## config.mk

```make
export PLATFORM = sky130hd
export DESIGN_NAME = tagcmp_matcher
export DESIGN_NICKNAME = d
export VERILOG_FILES = /design/src/rtl/tagcmp_pkg.sv /design/src/rtl/tagcmp_parity_gen.sv /design/src/rtl/tagcmp_xor_bank.sv /design/src/rtl/tagcmp_range.sv /design/src/rtl/tagcmp_matcher.sv
export SDC_FILE = /design/constraint.sdc
export NUM_CORES = 1
export LEC_CHECK = 0
export ABC_AREA = 1
export BUFFER_PORTS_ARGS = -buffer_cell sky130_fd_sc_hd__clkbuf_2
export CAP_MARGIN = 25
export CORE_AREA = 3 3 40 42
export DETAILED_ROUTE_END_ITERATION = 16
export DIE_AREA = 0 0 43 45
export PLACE_DENSITY = 0.61
export SLEW_MARGIN = 10
export SYNTH_ARGS = -nofsm -noshare
export SYNTH_HDL_FRONTEND = slang
export SYNTH_HIERARCHICAL = 1
export SYNTH_SLANG_ARGS = --single-unit
```

## constraint.sdc

```tcl
create_clock -name clk -period 1.44 [get_ports clk]
set_input_delay 0.144 -clock clk [delete_from_list [all_inputs] [get_ports clk]]
set_output_delay 0.144 -clock clk [all_outputs]
set_load 0.05 [all_outputs]
```

## src/rtl/tagcmp_pkg.sv

```systemverilog
package tagcmp_pkg;
  localparam int TAG_W = 4;
  localparam int PAR_W = 4;
  localparam int CW_W  = TAG_W + PAR_W;

  typedef enum logic [1:0] {
    RNG_ZERO = 2'd0,
    RNG_ONE  = 2'd1,
    RNG_MANY = 2'd2
  } dist_rng_e;

  // Extended Hamming check bits: three Hamming bits, then overall parity.
  function automatic logic [PAR_W-1:0] ham_parity(input logic [TAG_W-1:0] d);
    logic [2:0] h;
    h[0] = d[0] ^ d[1] ^ d[3];
    h[1] = d[0] ^ d[2] ^ d[3];
    h[2] = d[1] ^ d[2] ^ d[3];
    return {^{h, d}, h};
  endfunction

  // Saturating one-or-more / two-or-more accumulation over the difference vector.
  function automatic dist_rng_e classify(input logic [CW_W-1:0] v);
    logic ge1, ge2;
    ge1 = 1'b0;
    ge2 = 1'b0;
    for (int i = 0; i < CW_W; i++) begin
      ge2 = ge2 | (ge1 & v[i]);
      ge1 = ge1 | v[i];
    end
    if (ge2)      return RNG_MANY;
    else if (ge1) return RNG_ONE;
    else          return RNG_ZERO;
  endfunction
endpackage

```

## src/rtl/tagcmp_parity_gen.sv

```systemverilog
module tagcmp_parity_gen
  import tagcmp_pkg::*;
(
  input  logic [TAG_W-1:0] tag,
  output logic [PAR_W-1:0] par
);
  assign par = ham_parity(tag);

  // every generated codeword has even weight.
  always_comb begin
    p_even_weight_r2: assert (^{par, tag} == 1'b0);
  end
endmodule

```

## src/rtl/tagcmp_xor_bank.sv

```systemverilog
module tagcmp_xor_bank
  import tagcmp_pkg::*;
(
  input  logic [TAG_W-1:0] tag,
  input  logic [PAR_W-1:0] par,
  input  logic [CW_W-1:0]  stored,
  output logic [CW_W-1:0]  diff
);
  // Tag field is compared from the raw tag, independent of the encoder.
  for (genvar i = 0; i < TAG_W; i++) begin : g_data
    assign diff[i] = tag[i] ^ stored[i];
  end
  for (genvar j = 0; j < PAR_W; j++) begin : g_par
    assign diff[TAG_W+j] = par[j] ^ stored[TAG_W+j];
  end
endmodule

```

## src/rtl/tagcmp_range.sv

```systemverilog
module tagcmp_range
  import tagcmp_pkg::*;
(
  input  logic [CW_W-1:0] diff,
  output dist_rng_e       rng
);
  assign rng = classify(diff);

  // the range agrees with the population count of the difference.
  always_comb begin
    p_zero_range_r3: assert ((rng == RNG_ZERO) == (diff == '0));
    p_one_range_r4:  assert ((rng == RNG_ONE) == ($countones(diff) == 1));
    p_many_range_r5: assert ((rng == RNG_MANY) == ($countones(diff) >= 2));
  end
endmodule

```

## src/rtl/tagcmp_matcher.sv

```systemverilog
module tagcmp_matcher
  import tagcmp_pkg::*;
#(
  parameter bit REG_OUT = 1'b1
) (
  input  logic             clk,
  input  logic             rst_n,
  input  logic             in_valid,
  input  logic [TAG_W-1:0] in_tag,
  input  logic [CW_W-1:0]  stored_cw,
  output logic             out_valid,
  output logic             hit_exact,
  output logic             hit_corr,
  output logic             miss
);
  logic [PAR_W-1:0] enc_par;
  logic [CW_W-1:0]  diff_vec;
  dist_rng_e        rng;
  logic [2:0]       flags_next;

  tagcmp_parity_gen u_par (.tag(in_tag), .par(enc_par));
  tagcmp_xor_bank   u_xor (.tag(in_tag), .par(enc_par), .stored(stored_cw), .diff(diff_vec));
  tagcmp_range      u_rng (.diff(diff_vec), .rng(rng));

  always_comb begin
    flags_next = 3'b000;
    if (in_valid) begin
      unique case (rng)
        RNG_ZERO: flags_next = 3'b100;
        RNG_ONE:  flags_next = 3'b010;
        default:  flags_next = 3'b001;
      endcase
    end
  end

  if (REG_OUT) begin : g_reg
    logic       vld_q;
    logic [2:0] flg_q;
    always_ff @(posedge clk) begin
      if (!rst_n) begin
        vld_q <= 1'b0;
        flg_q <= 3'b000;
      end else begin
        vld_q <= in_valid;
        flg_q <= flags_next;
      end
    end
    assign out_valid = vld_q;
    assign {hit_exact, hit_corr, miss} = flg_q;

    p_latency_r7: assert property (@(posedge clk) disable iff (!rst_n)
      in_valid |=> out_valid);
    p_idle_r8: assert property (@(posedge clk) disable iff (!rst_n)
      !in_valid |=> (!out_valid && !hit_exact && !hit_corr && !miss));
    p_onehot_r6: assert property (@(posedge clk) disable iff (!rst_n)
      out_valid |-> $countones({hit_exact, hit_corr, miss}) == 1);
    p_exact_r3: assert property (@(posedge clk) disable iff (!rst_n)
      (in_valid && stored_cw == {ham_parity(in_tag), in_tag}) |=> hit_exact);
  end else begin : g_comb
    assign out_valid = in_valid;
    assign {hit_exact, hit_corr, miss} = flags_next;
  end
endmodule

```

==> run summary, run 1 <==
FLOORPLANNING
-----------------------------------------------------------------------------------------------
Core Region                                                                            1280 um2
Width of the die                                                                          43 um
Number of top-level pins                                                                     19
Height of the die                                                                         45 um
Total die area                                                                         1940 um2
Initial standard-cell utilization of the core                                             40.0%
Floorplan row count                                                                          13

CLOCKING
-----------------------------------------------------------------------------------------------
Clock Root Buffer                                                                  sky130_fd_sc_hd__clkbuf_4
Total number of clock tree sinks                                                              4
Clock input transition at the sequential cells of the worst setup and hold paths        0.04 ns
CTS max path bufs                                                                             2
CTS H-tree lvls                                                                               1
TritonCTS clock tree                                                                       done
Hold-fix buffers at CTS                                                                       0
Number of buffers inserted during clock tree synthesis                                        3

TIMING
-----------------------------------------------------------------------------------------------
Portion of the clock cycle consumed by the worst path in the final layout                 88.4%
Max Clk Rate                                                                            785 MHz
Total Negative Setup Slacks                                                                0 ns
Slew at the pin closest to its max-slew limit                                          0.280 ns
Fin. max-slew vios                                                                            0
Number of endpoints failing setup at the final stage                                          0
Endpoints failing hold                                                                        0
Worst setup slack after layout                                                         0.167 ns
Final worst path period need                                                            1.27 ns
Relative slew margins                                                                     81.4%

LAYOUT
-----------------------------------------------------------------------------------------------
Area of combinational cells with multiple inputs                                        334 um2
Area added between synthesis and finish                                                   36.3%
Number of fillers in the final layout                                                       148
Non-filler cells, final                                                                     145
Flip-flop and latch area                                                               80.1 um2
Number of diodes                                                                              0
Proportion of layout cells with a drive suffix above 1                                    34.6%
Nets                                                                                        147
Finished Cell Area                                                                      701 um2

CRITICAL PATH
-----------------------------------------------------------------------------------------------
Critical path arrival                                                                   1.40 ns
Launch point of the critical path                                                     in_tag[0]
Cells along the critical path                                                      buf_6, inv_2, nand2_2, nand3_1, nand2_1, inv_1, nand2_1, nand2_2, inv_2, nand4_2, nand2_1, inv_1, nor2_2, nand3_2, nor2_2, inv_1, nand2_1, nor2_1
Endpoint class of the critical path                                                   flip-flop
Largest stage delay, worst path                                                         0.13 ns
Kind of critical path                                                              input pin to flip-flop
Dominant cell type by count on the critical path                                   sky130_fd_sc_hd__nand2_1
Cell at the slowest stage of the critical path                                     sky130_fd_sc_hd__nor2_2
Setup crit start kind                                                                 input pin
Worst path required time                                                                1.57 ns
Maximum fanout along the worst path                                                           6

SYNTH
-----------------------------------------------------------------------------------------------
YS warnings                                                                                   6
Number of cells produced by synthesis                                                       105
Netlist Area Pre-Place                                                                  514 um2
Number of distinct library cells after synthesis                                             12
Mean instance size in the synthesized netlist                                          4.90 um2
Sequential area share after synthesis                                                     15.6%
Syn Nets                                                                                    120
Yosys reg bits                                                                                4

HOLD PATH
-----------------------------------------------------------------------------------------------
Hold Path Depth                                                                               3
Startpoint of the worst hold path                                                      in_valid
Class of the tightest hold or removal check                                        input pin to flip-flop
Hold endpoint                                                                      out_valid$_SDFF_PN0_

FLOW RUN
-----------------------------------------------------------------------------------------------
Total of max-cap violations                                                                   0

ROUTE
-----------------------------------------------------------------------------------------------
Number of nets with antenna violations after detailed routing                                 0
Wire length per cell after detailed routing                                             7.44 um
Drt pass-1 iters                                                                              4
Number of vias in the routed layout                                                         612
Number of violations reported at the end of detailed-routing iteration 0                      9
Remaining DRCs                                                                                0
DRT Wirelength                                                                          1080 um
Vias per cell                                                                              4.22

POWER
-----------------------------------------------------------------------------------------------
Leakage power                                                                          0.482 nW
Peak supply drop                                                                     0.000223 V
Power density cells                                                                  634 nW/um2

GLOBAL ROUTING
-----------------------------------------------------------------------------------------------
Via count of the first global-routing pass                                                  487
Grt total ovfl                                                                                0
First-pass GRT wire length                                                              1850 um
Largest net degree at the start of global routing                                             7
Global router's overall resource usage                                                    12.1%
Antenna violations before repair                                                              0

PLACED DESIGN
-----------------------------------------------------------------------------------------------
Sum of net half-perimeters after detailed placement                                      924 um
Number of placed instances with taps included                                               141
Placed instance area                                                                    646 um2
Place WS                                                                              -0.197 ns
Gpl congestion                                                                            0.723
PortBufs                                                                                     18

OUTCOME
-----------------------------------------------------------------------------------------------
Outcome                                                                            finished clean

[metal layers]
| metal | vias up | GRT usage (%) | share of wire [%] |
|---|---|---|---|
| met5 | - | 0 | 0 |
| met4 | 0 | 5.42 | 1.9 |
| met3 | 3 | 3.19 | 6.4 |
| met2 | 14 | 18.3 | 44 |
| met1 | 241 | 16.3 | 47 |
| li1 | 354 | - | - |
[state kept, by name (all words and copies together), names as in the netlist]
| name | flops |
|---|---|
| g_reg.flg_q | 3 |
| out_valid | 1 |
[what timing repair did]
item | in CTS | in global routing
setup buffers | 0 | 1
resized for setup | 0 | 15
endpoints found under the setup margin | 0 | 2
endpoints found under the hold margin | 0 | 0
[through the flow]
stage | total power, mW | utilization, % | hold slack (ns)
6_report | 0.444 | 54.5 | 0.128
5_1_grt | 0.494 | 54.5 | 0.129
4_1_cts | 0.438 | 52.0 | 0.125
3_5_place_dp | 0.292 | 50.2 | 0.372
3_3_place_gp | 0.289 | 50.2 | 0.370
2_1_floorplan | 0.239 | - | 0.261
[how the worst max path moves through the flow]
stage,to,cells after the start
after floorplan,g_reg.flg_q[2]$_SDFF_PN0_,17
after global placement,g_reg.flg_q[2]$_SDFF_PN0_,18
after detailed placement,g_reg.flg_q[2]$_SDFF_PN0_,18
after CTS,g_reg.flg_q[2]$_SDFF_PN0_,18
after global routing,g_reg.flg_q[2]$_SDFF_PN0_,18
final,g_reg.flg_q[2]$_SDFF_PN0_,18
[where the power goes]
part	internal, mW	switching (mW)	leakage, nW	total [mW]
clock network	0.0933	0.0475	0.0138	0.141
logic	0.0731	0.114	0.435	0.187
registers	0.115	0.000761	0.0328	0.116
total	0.282	0.162	0.482	0.444
[placed cells by master, fill, tap and decap left out]
cell type / synthesis / routed
sky130_fd_sc_hd__nand2_1: 47 / 43
sky130_fd_sc_hd__inv_1: 26 / 24
sky130_fd_sc_hd__clkbuf_2: 0 / 16
sky130_fd_sc_hd__nand3_1: 7 / 7
sky130_fd_sc_hd__nand2_2: 2 / 6
sky130_fd_sc_hd__inv_2: 4 / 6
sky130_fd_sc_hd__nor2_1: 7 / 6
sky130_fd_sc_hd__dfxtp_1: 4 / 4
sky130_fd_sc_hd__buf_4: 0 / 4
sky130_fd_sc_hd__clkbuf_4: 0 / 3
sky130_fd_sc_hd__nand3_2: 3 / 3
sky130_fd_sc_hd__nor2_2: 2 / 3
sky130_fd_sc_hd__buf_6: 0 / 2
sky130_fd_sc_hd__nor2_4: 1 / 1
sky130_fd_sc_hd__nand4_2: 1 / 1
sky130_fd_sc_hd__o21ai_1: 1 / 1
[kinds of logic after synthesis]
family	Yosys count	synth area share, %
and+or+nand+nor	70	61.6
buffers and inverters	30	21.9
DFF	4	15.6
AOI/OAI and AO/OA	1	0.972
[layout make-up]
type                    count  share of cell area, %
inverters                  30                   16.1
clock buffers               3                   3.21
flip-flops and latches      4                   11.4
multi-input cells          71                   47.7
well taps                  15                   2.68
repair buffers             22                   18.9
[worst max-delay path, delay by kind of cell]
family | cells | cell delay, ns
buffers and inverters | 6 | 0.32
AND/OR/NAND/NOR | 12 | 0.93
[cells in the mapped netlist, drive strengths merged]
master | number | share of area (%)
inv | 30 | 22
nand4 | 1 | 2.4
o21ai | 1 | 0.97
dfxtp | 4 | 16
nand3 | 10 | 13
nor2 | 10 | 9.7
nand2 | 49 | 37
(Power assumes the default switching activity.)
==> inputs of run 2 (changes only) <==
--- a/config.mk
+++ b/config.mk
@@ -6,11 +6,12 @@
 export NUM_CORES = 1
 export LEC_CHECK = 0
 export ABC_AREA = 1
-export BUFFER_PORTS_ARGS = -buffer_cell sky130_fd_sc_hd__clkbuf_2
+export BUFFER_PORTS_ARGS = -buffer_cell sky130_fd_sc_hd__buf_4
 export CAP_MARGIN = 25
 export CORE_AREA = 3 3 40 42
 export DETAILED_ROUTE_END_ITERATION = 16
 export DIE_AREA = 0 0 43 45
+export HOLD_SLACK_MARGIN = 0.08
 export PLACE_DENSITY = 0.61
 export SLEW_MARGIN = 10
 export SYNTH_ARGS = -nofsm -noshare
==> run 2 against run 1 <==
  * Wire length is 21% higher
  * Clock-buffer cell count stayed put
  * Combinational power is 27% higher
  * First-iteration DRC count stayed put
==> run summary, run 2 (synthesis gave the netlist of run 1 again) <==
FLOORPLANNING
-----------------------------------------------------------------------------------------------
Core Region                                                                            1280 um2   unchanged
Floorplan row count                                                                          13   unchanged
Width of the die                                                                          43 um   unchanged
Total die area                                                                         1940 um2   unchanged
Initial standard-cell utilization of the core                                             40.0%   unchanged
Height of the die                                                                         45 um   unchanged
Number of top-level pins                                                                     19   unchanged

CLOCKING
-----------------------------------------------------------------------------------------------
CTS H-tree lvls                                                                               1   unchanged
TritonCTS clock tree                                                                       done
Total number of clock tree sinks                                                              4   unchanged
Number of buffers inserted to repair setup after CTS                                          0   unchanged
CTS max path bufs                                                                             2   unchanged
Clock input transition at the sequential cells of the worst setup and hold paths        0.04 ns   about the same
Number of buffers inserted during clock tree synthesis                                        3   unchanged
Clock Root Buffer                                                                  sky130_fd_sc_hd__clkbuf_4

LAYOUT
-----------------------------------------------------------------------------------------------
Proportion of layout cells with a drive suffix above 1                                    45.5%   +11 points
Leading cell types in the layout, fill and taps excluded                           34 x sky130_fd_sc_hd__nand2_1, 24 x sky130_fd_sc_hd__inv_1, 20 x sky130_fd_sc_hd__buf_4
Final Util                                                                                65.7%   +11 points
Most frequent standard cell in the layout excluding fill and tap cells             sky130_fd_sc_hd__nand2_1
Nets                                                                                        149   +1.4%
Area added between synthesis and finish                                                   64.2%
Non-filler cells, final                                                                     147   +1.4%
Register with the most flip-flops                                                   g_reg.flg_q
Number of diodes                                                                              0   unchanged
Max FFs per register                                                                          3   unchanged

PLACED DESIGN
-----------------------------------------------------------------------------------------------
PortBufs                                                                                     18   unchanged
Gpl congestion                                                                            0.720   -0.40%
Sum of net half-perimeters after detailed placement                                     1030 um   +12%
Place WS                                                                              -0.151 ns   +0.0453 ns
Number of placed instances with taps included                                               144   +2.1%

ROUTE
-----------------------------------------------------------------------------------------------
Drt pass-1 iters                                                                              3   -1
DRT Wirelength                                                                          1310 um   +21%
Number of violations reported at the end of detailed-routing iteration 0                      9   unchanged
Number of nets with antenna violations after detailed routing                                 0   unchanged
Remaining DRCs                                                                                0   unchanged
Vias per cell                                                                              4.38   +3.8%
Number of vias in the routed layout                                                         644   +5.2%
Wire length per cell after detailed routing                                             8.89 um   +19%

CRITICAL PATH
-----------------------------------------------------------------------------------------------
Setup crit start kind                                                                 input pin
Critical path arrival                                                                   1.45 ns   +0.05 ns
Endpoint class of the critical path                                                   flip-flop
Kind of critical path                                                              input pin to flip-flop
Maximum fanout along the worst path                                                           5   -1
Worst path required time                                                                1.57 ns   about the same

TIMING
-----------------------------------------------------------------------------------------------
Number of endpoints failing setup at the final stage                                          0   unchanged
Max Clk Rate                                                                            757 MHz   -3.6%
Endpoints failing hold                                                                        0   unchanged
Final worst path period need                                                            1.32 ns   +0.0475 ns
Setup repair after global routing missed its margin                                          no
Minimum hold slack                                                                     0.141 ns   +0.0127 ns
Relative slew margins                                                                     85.7%   +4.3 points
Fin. max-slew vios                                                                            0   unchanged
Worst setup slack after layout                                                         0.119 ns   -0.0475 ns
Slew at the pin closest to its max-slew limit                                          0.215 ns   -0.0652 ns
Portion of the clock cycle consumed by the worst path in the final layout                 91.7%   +3.3 points

GLOBAL ROUTING
-----------------------------------------------------------------------------------------------
First-pass GRT wire length                                                              2040 um   +10%
Via count of the first global-routing pass                                                  543   +11%
Grt total ovfl                                                                                0   unchanged
Antenna violations before repair                                                              0   unchanged
Largest net degree at the start of global routing                                             7   unchanged
Global router's overall resource usage                                                    13.6%   +1.5 points

POWER
-----------------------------------------------------------------------------------------------
Peak supply drop                                                                     0.000250 V   +12%
Power density cells                                                                  580 nW/um2   -8.4%
Clock share of power                                                                      27.7%   -4.0 points
P_int                                                                                  0.309 mW   +9.9%
Switch share                                                                              36.8%   +0.27 points
Total power after layout                                                               0.490 mW   +10%
Leakage power                                                                          0.522 nW   +8.4%
Sequential Power Share                                                                    23.7%   -2.4 points
Net switching power                                                                    0.181 mW   +11%
Combinational cell fraction of total power                                                48.6%   +6.4 points

HOLD PATH
-----------------------------------------------------------------------------------------------
Startpoint of the worst hold path                                                      in_valid
Hold Path Depth                                                                               3   unchanged
Class of the tightest hold or removal check                                        input pin to flip-flop
Hold endpoint                                                                      out_valid$_SDFF_PN0_

FLOW RUN
-----------------------------------------------------------------------------------------------
Total of max-cap violations                                                                   0   unchanged

OUTCOME
-----------------------------------------------------------------------------------------------
Outcome                                                                            finished clean

run 2: final cells by class:
type | instances | area (um2)
Tap cell | 15 | 18.8
Multi-Input combinational cell | 71 | 398
Fill cell | 128 | 440
Timing Repair Buffer | 24 | 208
Inverter | 30 | 118
Clock buffer | 3 | 22.5
Sequential cell | 4 | 80.1
run 2: power groups by stage:
stage | sequential, mW | combinational (mW) | clock [mW]
3_5_place_dp | 0.118 | 0.196 | 0
2_1_floorplan | 0.131 | 0.108 | 0
4_1_cts | 0.116 | 0.197 | 0.140
6_report | 0.116 | 0.238 | 0.136
5_1_grt | 0.116 | 0.265 | 0.146
3_3_place_gp | 0.118 | 0.192 | 0
run 2: through the flow:
stage / instance area (um2) / setup TNS [ns]
2_1_floorplan: 514 / 0
3_3_place_gp: 713 / -0.190
3_5_place_dp: 713 / -0.250
4_1_cts: 736 / 0
5_1_grt: 845 / 0
6_report: 845 / 0
run 2: how the worst max path moves through the flow:
stage	start	end	slack (ns)	cells after the start
finish	in_tag[0]	g_reg.flg_q[2]$_SDFF_PN0_	0.12	15
global route	in_tag[0]	g_reg.flg_q[2]$_SDFF_PN0_	0.01	18
CTS	in_tag[0]	g_reg.flg_q[2]$_SDFF_PN0_	0.08	18
detailed placement	in_tag[0]	g_reg.flg_q[2]$_SDFF_PN0_	-0.15	16
global placement	in_tag[0]	g_reg.flg_q[2]$_SDFF_PN0_	-0.12	18
floorplan	in_tag[0]	g_reg.flg_q[2]$_SDFF_PN0_	0.13	17
run 2: metal layers:
metal	up-vias	global-route usage (%)	part of all wire, %
met2	11	22.5	53
met5	-	0	0
li1	355	-	-
met4	0	5.42	0
met3	0	4.78	5.2
met1	278	16.3	42
run 2: critical path, cell delays in order:
cell and delay, ns:
sky130_fd_sc_hd__buf_12 0.09, sky130_fd_sc_hd__buf_6 0.09, sky130_fd_sc_hd__inv_1 0.03, sky130_fd_sc_hd__nand2_1 0.07
sky130_fd_sc_hd__nand2_2 0.08, sky130_fd_sc_hd__nor2_4 0.18, sky130_fd_sc_hd__nand3_2 0.11, sky130_fd_sc_hd__nand2_2 0.09
sky130_fd_sc_hd__nand3_2 0.07, sky130_fd_sc_hd__nor2_2 0.12, sky130_fd_sc_hd__nand3_2 0.12, sky130_fd_sc_hd__nor2_4 0.12
sky130_fd_sc_hd__inv_1 0.04, sky130_fd_sc_hd__nand2_1 0.05, sky130_fd_sc_hd__nor2_1 0.04
run 2: repair_timing:
item	4_1_cts	5_1_grt
gates resized for setup	0	33
hold buffers	0	0
setup endpoints to repair	0	2
endpoints found under the hold margin	0	0
==> inputs of run 3 (changes only) <==
--- a/config.mk
+++ b/config.mk
@@ -5,14 +5,13 @@
 export SDC_FILE = /design/constraint.sdc
 export NUM_CORES = 1
 export LEC_CHECK = 0
-export ABC_AREA = 1
 export BUFFER_PORTS_ARGS = -buffer_cell sky130_fd_sc_hd__buf_4
 export CAP_MARGIN = 25
 export CORE_AREA = 3 3 40 42
 export DETAILED_ROUTE_END_ITERATION = 16
 export DIE_AREA = 0 0 43 45
 export HOLD_SLACK_MARGIN = 0.08
-export PLACE_DENSITY = 0.61
+export PLACE_DENSITY = 0.52
 export SLEW_MARGIN = 10
 export SYNTH_ARGS = -nofsm -noshare
 export SYNTH_HDL_FRONTEND = slang
==> run 3 against run 2 <==
  * The run now ends with setup timing left
  * Area after synthesis down 23%
  * Die area unchanged
  * Wire length fell by 25%
  * Cell count down 44%
  * Via count is 37% lower
  * Global-route usage fell by 2.3 points
  * Combinational power rose by 8%
  * Power rose by 3.1%
  * Clock-buffer cell count stayed put
  * Critical endpoint unchanged
  * Largest cell class unchanged
==> run summary, run 3 <==
POWER
-----------------------------------------------------------------------------------------------
Peak supply drop                                                                     0.000189 V   -24%
Leakage power                                                                          0.345 nW   -34%
Power density cells                                                                  720 nW/um2   +24%
Total power after layout                                                               0.505 mW   +3.1%

GLOBAL ROUTING
-----------------------------------------------------------------------------------------------
Antenna violations before repair                                                              0   unchanged
Global router's overall resource usage                                                    11.3%   -2.3 points
First-pass GRT wire length                                                              1640 um   -20%
Via count of the first global-routing pass                                                  412   -24%
Grt total ovfl                                                                                0   unchanged
Largest net degree at the start of global routing                                             6   -1

ROUTE
-----------------------------------------------------------------------------------------------
Number of vias in the routed layout                                                         403   -37%
DRT Wirelength                                                                           982 um   -25%
Vias per cell                                                                              4.86   +11%
Wire length per cell after detailed routing                                             11.8 um   +33%
Remaining DRCs                                                                                0   unchanged
Drt pass-1 iters                                                                              4   +1
Number of nets with antenna violations after detailed routing                                 0   unchanged
Number of violations reported at the end of detailed-routing iteration 0                      4   -5

FLOORPLANNING
-----------------------------------------------------------------------------------------------
Floorplan row count                                                                          13   unchanged
Core Region                                                                            1280 um2   unchanged
Width of the die                                                                          43 um   unchanged
Number of top-level pins                                                                     19   unchanged
Total die area                                                                         1940 um2   unchanged
Height of the die                                                                         45 um   unchanged
Initial standard-cell utilization of the core                                             31.0%   -9.1 points

LAYOUT
-----------------------------------------------------------------------------------------------
Proportion of layout cells with a drive suffix above 1                                    63.2%   +18 points
Number of diodes                                                                              0   unchanged
Register with the most flip-flops                                                   g_reg.flg_q
Area added between synthesis and finish                                                   76.4%
Number of fillers in the final layout                                                       130   +1.6%
Leading cell types in the layout, fill and taps excluded                           29 x sky130_fd_sc_hd__buf_4, 7 x sky130_fd_sc_hd__xor2_1, 4 x sky130_fd_sc_hd__dfxtp_1
Max FFs per register                                                                          3   unchanged
Final Util                                                                                54.6%   -11 points
Most frequent standard cell in the layout excluding fill and tap cells             sky130_fd_sc_hd__buf_4
Non-filler cells, final                                                                      83   -44%
Finished Cell Area                                                                      702 um2   -17%
Nets                                                                                         85   -43%

CLOCKING
-----------------------------------------------------------------------------------------------
Clock Root Buffer                                                                  sky130_fd_sc_hd__clkbuf_4
CTS max path bufs                                                                             2   unchanged
Total number of clock tree sinks                                                              4   unchanged
TritonCTS clock tree                                                                       done
CTS H-tree lvls                                                                               1   unchanged
Clock input transition at the sequential cells of the worst setup and hold paths        0.04 ns   about the same
Hold-fix buffers at CTS                                                                       0   unchanged
Number of buffers inserted during clock tree synthesis                                        3   unchanged

CRITICAL PATH
-----------------------------------------------------------------------------------------------
Maximum fanout along the worst path                                                           3   -2
Endpoint class of the critical path                                                   flip-flop
Critical path arrival                                                                   2.20 ns   +0.75 ns
Setup crit start kind                                                                 input pin
Worst path required time                                                                1.56 ns   about the same
Kind of critical path                                                              input pin to flip-flop

OUTCOME
-----------------------------------------------------------------------------------------------
Outcome                                                                            complete, but fails checks
Failing checks                                                                     setup timing

SYNTH
-----------------------------------------------------------------------------------------------
YS warnings                                                                                   6   unchanged
Cell types with the highest counts after synthesis                                 8 x sky130_fd_sc_hd__xor2_1, 4 x sky130_fd_sc_hd__dfxtp_1
Count of flip-flops with a built-in enable after synthesis                                    0   unchanged
Netlist Area Pre-Place                                                                  398 um2   -23%
Sequential area share after synthesis                                                     20.1%   +4.6 points
Share of synthesized flip-flops with an asynchronous set or reset                            0%   unchanged
Post-synth top area share                                                                 20.1%   -14 points
Largest area contributor in the synthesized netlist                                sky130_fd_sc_hd__dfxtp_1
Mean instance size in the synthesized netlist                                          11.7 um2   +140%
Number of cells produced by synthesis                                                        34   -68%
Number of distinct library cells after synthesis                                             20   +8
Main flop type after synthesis                                                     sky130_fd_sc_hd__dfxtp_1
Yosys reg bits                                                                                4   unchanged
Top cells by area in the synthesized netlist                                       sky130_fd_sc_hd__dfxtp_1 20%, sky130_fd_sc_hd__xor2_1 18%, sky130_fd_sc_hd__xor3_4 14%
Dominant cell by count in the synthesized netlist                                  sky130_fd_sc_hd__xor2_1
Syn Nets                                                                                     49   -59%

HOLD PATH
-----------------------------------------------------------------------------------------------
Class of the tightest hold or removal check                                        input pin to flip-flop

TIMING
-----------------------------------------------------------------------------------------------
Worst setup slack after layout                                                        -0.647 ns   -0.766 ns
Slew at the pin closest to its max-slew limit                                          0.372 ns   +0.157 ns
Relative slew margins                                                                     75.1%   -11 points
Final worst path period need                                                            2.09 ns   +0.766 ns
Fin. max-slew vios                                                                            0   unchanged
Number of endpoints failing setup at the final stage                                          3   +3
Setup repair after global routing missed its margin                                         yes
Max Clk Rate                                                                            479 MHz   -37%
Portion of the clock cycle consumed by the worst path in the final layout                  145%   +53 points
Endpoints failing hold                                                                        0   unchanged

PLACED DESIGN
-----------------------------------------------------------------------------------------------
Gpl congestion                                                                            0.723   +0.43%
Number of placed instances with taps included                                                79   -45%
PortBufs                                                                                     18   unchanged
Placed instance area                                                                    652 um2   -8.6%
Sum of net half-perimeters after detailed placement                                      861 um   -16%

FLOW RUN
-----------------------------------------------------------------------------------------------
Total of max-cap violations                                                                   0   unchanged

[run 3: logic make-up (layout without fill, tap and decap cells)]
group / Yosys count / after routing / synth area share (%)
XOR/XNOR: 12 / 12 / 43.4
AND/OR/NAND/NOR: 11 / 11 / 22.3
AO/OA/AOI/OAI: 6 / 6 / 11.6
flip-flops: 4 / 4 / 20.1
adder cells (fa/ha/maj): 1 / 1 / 2.52
buffers and inverters: 0 / 34 / 0
[run 3: final cells by class]
| cell class | instances | area (um2) | area share (%) |
|---|---|---|---|
| multi-input cells | 30 | 340 | 48.5 |
| repair buffers | 31 | 240 | 34.2 |
| flip-flops and latches | 4 | 80.1 | 11.4 |
| clock buffers | 3 | 22.5 | 3.21 |
| well taps | 15 | 18.8 | 2.67 |
[run 3: path summary, 6_finish.rpt]
kind | start | to | slack [ns] | cells after the start
worst min-delay path | in_valid | out_valid$_SDFF_PN0_ | 0.15 | 2
worst max-delay path | in_tag[1] | g_reg.flg_q[2]$_SDFF_PN0_ | -0.65 | 8
[run 3: worst max-delay path, stage by stage]
cell and delay [ns]:
sky130_fd_sc_hd__buf_6 0.07, sky130_fd_sc_hd__xor3_4 0.48, sky130_fd_sc_hd__xor2_2 0.17, sky130_fd_sc_hd__or4_4 0.42
sky130_fd_sc_hd__or3_4 0.38, sky130_fd_sc_hd__nor3b_2 0.18, sky130_fd_sc_hd__o31a_2 0.15, sky130_fd_sc_hd__and4bb_1 0.20
[run 3: what timing repair did]
| item | 4_1_cts | 5_1_grt |
|---|---|---|
| gates resized for setup | 5 | 0 |
| pin swaps | 1 | 0 |
| endpoints found under the setup margin | 3 | 3 |
| setup buffers | 1 | 0 |
| hold endpoints to repair | 0 | 0 |
[run 3: report_power, final]
group	internal (mW)	switching [mW]	total [mW]
Combinational	0.151	0.105	0.256
Sequential	0.115	0.00103	0.116
Clock	0.0927	0.0397	0.132
Total	0.359	0.146	0.505
[run 3: stage by stage]
stage          TNS (ns)  hold slack, ns  worst slack (ns)
2_1_floorplan     -1.99           0.266            -0.739
3_3_place_gp      -2.45           0.365            -0.873
3_5_place_dp      -2.50           0.381            -0.889
4_1_cts           -1.69           0.138            -0.643
5_1_grt           -1.92           0.154            -0.678
6_report          -1.70           0.147            -0.647
[run 3: layer usage]
layer	vias up	global-route usage, %	part of all wire, %
met5	-	0	0
met4	0	7.23	1.9
met3	2	1.59	6.1
met2	14	21.9	55
met1	187	11.2	37
li1	200	-	-
